`src/rtl/l2h_pkg.sv`:
```
package l2h_pkg;
  localparam int MAC_W  = 48;
  localparam int VID_W  = 12;
  localparam int HASH_W = 12;
  localparam int WAYS   = 4;

  typedef enum logic {
    FOLD_CHUNK = 1'b0,
    FOLD_SLICE = 1'b1
  } fold_mode_e;
endpackage

```
`src/rtl/l2h_fold.sv`:
```
module l2h_fold
  import l2h_pkg::*;
#(
  parameter int MAC_BITS  = MAC_W,
  parameter int VID_BITS  = VID_W,
  parameter int HASH_BITS = HASH_W
) (
  input  logic [MAC_BITS-1:0]  mac,
  input  logic [VID_BITS-1:0]  vid,
  input  fold_mode_e           mode,
  output logic [HASH_BITS-1:0] hash
);
  localparam int SEED_W  = MAC_BITS + VID_BITS;
  localparam int HALF    = HASH_BITS / 2;
  localparam int GRP_W   = 2 * HASH_BITS;
  localparam int N_GRP   = (SEED_W + GRP_W - 1) / GRP_W;
  localparam int EXT_W   = N_GRP * GRP_W;
  localparam int N_CHUNK = MAC_BITS / HASH_BITS;

  logic [EXT_W-1:0]     seed_ext;
  logic [HALF-1:0]      lo_part [N_GRP];
  logic [HALF-1:0]      hi_part [N_GRP];
  logic [HASH_BITS-1:0] chunk   [N_CHUNK];
  logic [HASH_BITS-1:0] vid_swap;
  logic [HALF-1:0]      acc_lo, acc_hi;
  logic [HASH_BITS-1:0] acc_ck;

  assign seed_ext = {{(EXT_W-SEED_W){1'b0}}, vid, mac};
  assign vid_swap = {vid[HALF-1:0], vid[VID_BITS-1:HALF]};

  // Each 24-bit group gives its outer slices to the low half of the hash
  // and its inner slices to the high half.
  for (genvar g = 0; g < N_GRP; g++) begin : g_grp
    assign lo_part[g] = seed_ext[g*GRP_W +: HALF] ^ seed_ext[g*GRP_W + 3*HALF +: HALF];
    assign hi_part[g] = seed_ext[g*GRP_W + HALF +: HALF] ^ seed_ext[g*GRP_W + 2*HALF +: HALF];
  end

  for (genvar c = 0; c < N_CHUNK; c++) begin : g_chunk
    assign chunk[c] = mac[c*HASH_BITS +: HASH_BITS];
  end

  always_comb begin
    acc_lo = '0;
    acc_hi = '0;
    for (int g = 0; g < N_GRP; g++) begin
      acc_lo = acc_lo ^ lo_part[g];
      acc_hi = acc_hi ^ hi_part[g];
    end
    acc_ck = vid_swap;
    for (int c = 0; c < N_CHUNK; c++) begin
      acc_ck = acc_ck ^ chunk[c];
    end
    hash = (mode == FOLD_SLICE) ? {acc_hi, acc_lo} : acc_ck;
  end
endmodule

```
`src/rtl/l2h_probe_seq.sv`:
```
module l2h_probe_seq
  import l2h_pkg::*;
#(
  parameter int N_WAYS = WAYS
) (
  input  logic                      clk,
  input  logic                      rst_n,
  input  logic                      req,
  output logic                      accept,
  output logic                      vld,
  output logic [$clog2(N_WAYS)-1:0] pos,
  output logic                      last
);
  localparam int POS_W = $clog2(N_WAYS);
  localparam logic [POS_W-1:0] LAST_POS = POS_W'(N_WAYS - 1);

  logic             vld_d;
  logic [POS_W-1:0] pos_d;

  assign last   = vld && (pos == LAST_POS);
  assign accept = req && (!vld || last);

  always_comb begin
    vld_d = vld;
    pos_d = pos;
    if (accept) begin
      vld_d = 1'b1;
      pos_d = '0;
    end else if (vld) begin
      if (last) begin
        vld_d = 1'b0;
        pos_d = '0;
      end else begin
        pos_d = pos + POS_W'(1);
      end
    end
  end

  always_ff @(posedge clk or negedge rst_n) begin
    if (!rst_n) begin
      vld <= 1'b0;
      pos <= '0;
    end else begin
      vld <= vld_d;
      pos <= pos_d;
    end
  end

  assert_first_beat_R4: assert property (@(posedge clk) disable iff (!rst_n)
    accept |=> (vld && pos == '0));
  assert_next_beat_R5: assert property (@(posedge clk) disable iff (!rst_n)
    (vld && !last) |=> (vld && pos == $past(pos) + POS_W'(1)));
  assert_burst_end_R5: assert property (@(posedge clk) disable iff (!rst_n)
    (last && !req) |=> !vld);
  assert_busy_ignore_R8: assert property (@(posedge clk) disable iff (!rst_n)
    (vld && !last && req) |=> (pos != '0));
endmodule

```
`src/rtl/l2h_bucket_indexer.sv`:
```
module l2h_bucket_indexer
  import l2h_pkg::*;
#(
  parameter int MAC_BITS  = MAC_W,
  parameter int VID_BITS  = VID_W,
  parameter int HASH_BITS = HASH_W,
  parameter int N_WAYS    = WAYS,
  localparam int POS_W    = $clog2(N_WAYS),
  localparam int ADDR_W   = HASH_BITS + POS_W
) (
  input  logic                 clk,
  input  logic                 rst_n,
  input  logic                 in_valid,
  input  logic [MAC_BITS-1:0]  in_mac,
  input  logic [VID_BITS-1:0]  in_vid,
  input  logic                 in_mode,
  output logic                 out_valid,
  output logic [HASH_BITS-1:0] out_hash,
  output logic [POS_W-1:0]     out_pos,
  output logic [ADDR_W-1:0]    out_addr
);
  logic                 accept;
  logic                 last;
  logic [HASH_BITS-1:0] fold_hash;
  logic [HASH_BITS-1:0] hash_d, hash_q;
  fold_mode_e           mode_sel;

  assign mode_sel = fold_mode_e'(in_mode);

  l2h_fold #(
    .MAC_BITS (MAC_BITS),
    .VID_BITS (VID_BITS),
    .HASH_BITS(HASH_BITS)
  ) u_fold (
    .mac (in_mac),
    .vid (in_vid),
    .mode(mode_sel),
    .hash(fold_hash)
  );

  l2h_probe_seq #(
    .N_WAYS(N_WAYS)
  ) u_seq (
    .clk   (clk),
    .rst_n (rst_n),
    .req   (in_valid),
    .accept(accept),
    .vld   (out_valid),
    .pos   (out_pos),
    .last  (last)
  );

  always_comb begin
    hash_d = hash_q;
    if (accept) hash_d = fold_hash;
  end

  always_ff @(posedge clk or negedge rst_n) begin
    if (!rst_n) hash_q <= '0;
    else        hash_q <= hash_d;
  end

  assign out_hash = hash_q;
  assign out_addr = {hash_q, out_pos};

  assert_hold_hash_R7: assert property (@(posedge clk) disable iff (!rst_n)
    (out_valid && !last) |=> $stable(out_hash));
  assert_load_hash_R2: assert property (@(posedge clk) disable iff (!rst_n)
    accept |=> (out_hash == $past(fold_hash)));
  assert_chain_R9: assert property (@(posedge clk) disable iff (!rst_n)
    (last && in_valid) |=> (out_valid && out_pos == '0));
endmodule

```
`config.mk`:
```
export PLATFORM = sky130hd
export DESIGN_NAME = l2h_bucket_indexer
export DESIGN_NICKNAME = d
export VERILOG_FILES = /design/src/rtl/l2h_pkg.sv /design/src/rtl/l2h_fold.sv /design/src/rtl/l2h_probe_seq.sv /design/src/rtl/l2h_bucket_indexer.sv
export SDC_FILE = /design/constraint.sdc
export NUM_CORES = 1
export LEC_CHECK = 0
export BUFFER_PORTS_ARGS = -buffer_cell sky130_fd_sc_hd__buf_2
export CORE_MARGIN = 1.5
export CORE_UTILIZATION = 42
export CTS_CLUSTER_SIZE = 16
export DETAILED_ROUTE_END_ITERATION = 10
export PLACE_DENSITY_LB_ADDON = 0.15
export SLEW_MARGIN = 20
export SYNTH_ARGS = -nofsm -noshare
export SYNTH_HDL_FRONTEND = slang
export SYNTH_SLANG_ARGS = --single-unit
```
`constraint.sdc`:
```
create_clock -name clk -period 1.7 [get_ports clk]
set_input_delay 0.34 -clock clk [delete_from_list [all_inputs] [get_ports clk]]
set_output_delay 0.34 -clock clk [all_outputs]
set_load 0.005 [all_outputs]
```
==> results.yml <==
timing:
  fin_worst_skew_ns: 0.000747
  setup_viol: 0
  slew_headroom_pct: 75.3
  drv_slew: 0
  fin_crit_ns: 1.38
  final_hold_viol_count: 0
  min_period_over_period_pct: 81.0
  rsz0062_at_grt: "no"
  fmax_mhz: 726
  worst_slack_ns: 0.323
  setup_tns_ns: 0
  tightestPinTransition_ns: 0.370
floorplanning:
  core_area_um2: 3050
  num_io_pins: 93
  rows: 20
  start_util_pct: 44.2
  die_w_um: 59.7
  dieArea_um2: 3560
  dieHeight_um: 59.7
grt:
  grt.met2_usage_pct: 29.5
  grt_use_total_pct: 14.7
  grt_pass1_vias: 1036
  grt_pass1_wl_um: 3970
  antenna_found_initial: 0
  grt_max_degree: 25
  use_met1_pct: 14.7
  grt.overflow.total: 0
  top_usage_layer: "met2"
  gr-usage-met3_pct: 4.55
detailed_routing:
  routed_via_density: 4.41
  drt_first_pass_iters: 2
  wl_per_cell_um: 10.3
  ant_nets: 0
  wl_um: 2450
  dr_total_vias: 1049
  drt-initial-drc-count: 32
  drc: 0
pwr:
  leakage_nw: 1.01
  powerDensity_nw_per_um2: 1020
  max-vdd-ir-drop_mv: 0.511
synthesis:
  synth_nets: 178
  synth_top_area_share_pct: 27.8
  syn-cell-area_um2: 1350
  synth-seq-cells: 15
  synthTopCellsByArea: "dfrtp_1 28%, xnor3_1 20%, xor2_2 14%"
  ys.flop_type: "dfrtp_1"
  synth_top_area_cell: "dfrtp_1"
  avgSynthCellArea_um2: 11.9
  syn_inst: 113
  synth-edff-count: 0
  yosysUniqueCellTypes: 14
  ys_top_cells_by_count: "15 x buf_4, 15 x dfrtp_1, 14 x nand2_1"
  yosys_warnings: 0
  seq_area_frac_synth_pct: 27.8
  async_flop_share_pct: 100
setup_path:
  startpoint_type: "register"
  crit_type: "register to register"
  cp.required_ns: 1.90
  cp-end-kind: "register"
  worst-path-max-fanout: 24
  worstPathArrival_ns: 1.58
cts:
  cts_made_buffers: 3
  htreeDepth: 1
  clk_latency_ns: 0.27
  tritoncts: "built"
  cts_root_buf: "clkbuf_4"
  cts_resized: 0
  cts.sinks: 15
  clk_pin_slew_ns: 0.08
  clockBufferDepth: 2
placement:
  post_dp_cell_area_um2: 1750
  port_buffers: 92
  place.detailed.hpwl_um: 2150
  dp_slack_ns: 0.323
  globalplace.congestion: 0.663
cells_and_area:
  drive_above_1_share_pct: 55.7
  final_nets: 260
  final_area_um2: 1790
  n_antenna_cell: 0
  syn_to_final_growth_pct: 32.5
status:
  status: "complete, no violations"
worst_hold_path:
  holdCritPathClass: "primary input to register"
run:
  drv_cap: 0
layout by cell type, fill, tap and decap left out, drive strengths merged:
cell and n:
buf 93, dfrtp 15, nand2 14, xor2 12, xnor3 12, mux2i 12, xnor2 12, o21ai 12
clkbuf 4, nand2b 2, nor2 2, a32o 1, a22o 1, ha 1, dlygate4sd3 1
flip-flops by register name (all words and copies together), names as in the netlist:
signal,flops
u_seq.pos,2
out_hash,12
u_seq.vld,1
metal layers:
metal	vias to the layer above	part of all wire [%]
met4	0	0
met1	485	38
met2	44	56
met5	-	0
met3	0	6.4
li1	520	-
layout make-up:
type,instances,area (um2)
Clock buffer,4,26.3
Fill cell,296,1260
Multi-Input combinational cell,81,855
Sequential cell,15,375
Tap cell,44,55.1
Timing Repair Buffer,94,478
where the power goes:
part / total, W / internal [W] / leakage [nW] / switching, W
registers: 0.000656 / 0.000526 / 0.183 / 0.000130
logic: 0.000973 / 0.000548 / 0.808 / 0.000424
clock network: 0.000197 / 0.0000909 / 0.0150 / 0.000106
total: 0.00183 / 0.00117 / 1.01 / 0.000661
logic make-up after synthesis:
kind of cell / share of synthesized area [%]
AO/OA/AOI/OAI: 5.84
XOR/XNOR: 42.3
adder cells (fa/ha/maj): 0.927
buffers and inverters: 8.90
flip-flops: 27.8
multiplexers: 8.90
AND/OR/NAND/NOR: 5.38
metrics by stage:
stage                     std cells  total power, W  hold WS [ns]  utilization, %
after floorplan                 113         0.00138        0.0444               -
after global routing            238         0.00203         0.301            58.6
final                           238         0.00183         0.307            58.6
after global placement          233         0.00163         0.259            57.4
after detailed placement        233         0.00166         0.264            57.4
after CTS                       238         0.00187         0.294            58.6
worst max-delay path, stage by stage (launching register included):
cell and delay, ns:
dfrtp_1 0.42, ha_1 0.24, nand2b_1 0.17, nand2_1 0.08
buf_4 0.23, nand2_1 0.08, o21ai_1 0.08
worst paths after layout:
path / slack [ns] / start / to / cells past startpoint
worst max-delay path: 0.32 / u_seq.pos[0] / out_hash[8] / 6
worst min-delay path: 0.31 / in_valid / u_seq.vld / 2
worst max register to register: 0.32 / u_seq.pos[0] / out_hash[8] / 6
worst min register to register: 0.50 / out_hash[6] / out_hash[6] / 2
max in group asynchronous: 0.96 / rst_n / out_hash[2] / 2
min in group asynchronous: 0.49 / rst_n / out_hash[6] / 2
timing repair:
action	in CTS	in global routing
hold buffers	1	0
endpoints found under the hold margin	15	0
setup buffers	0	0
Note: power is estimated with default switching activity, not from simulation.
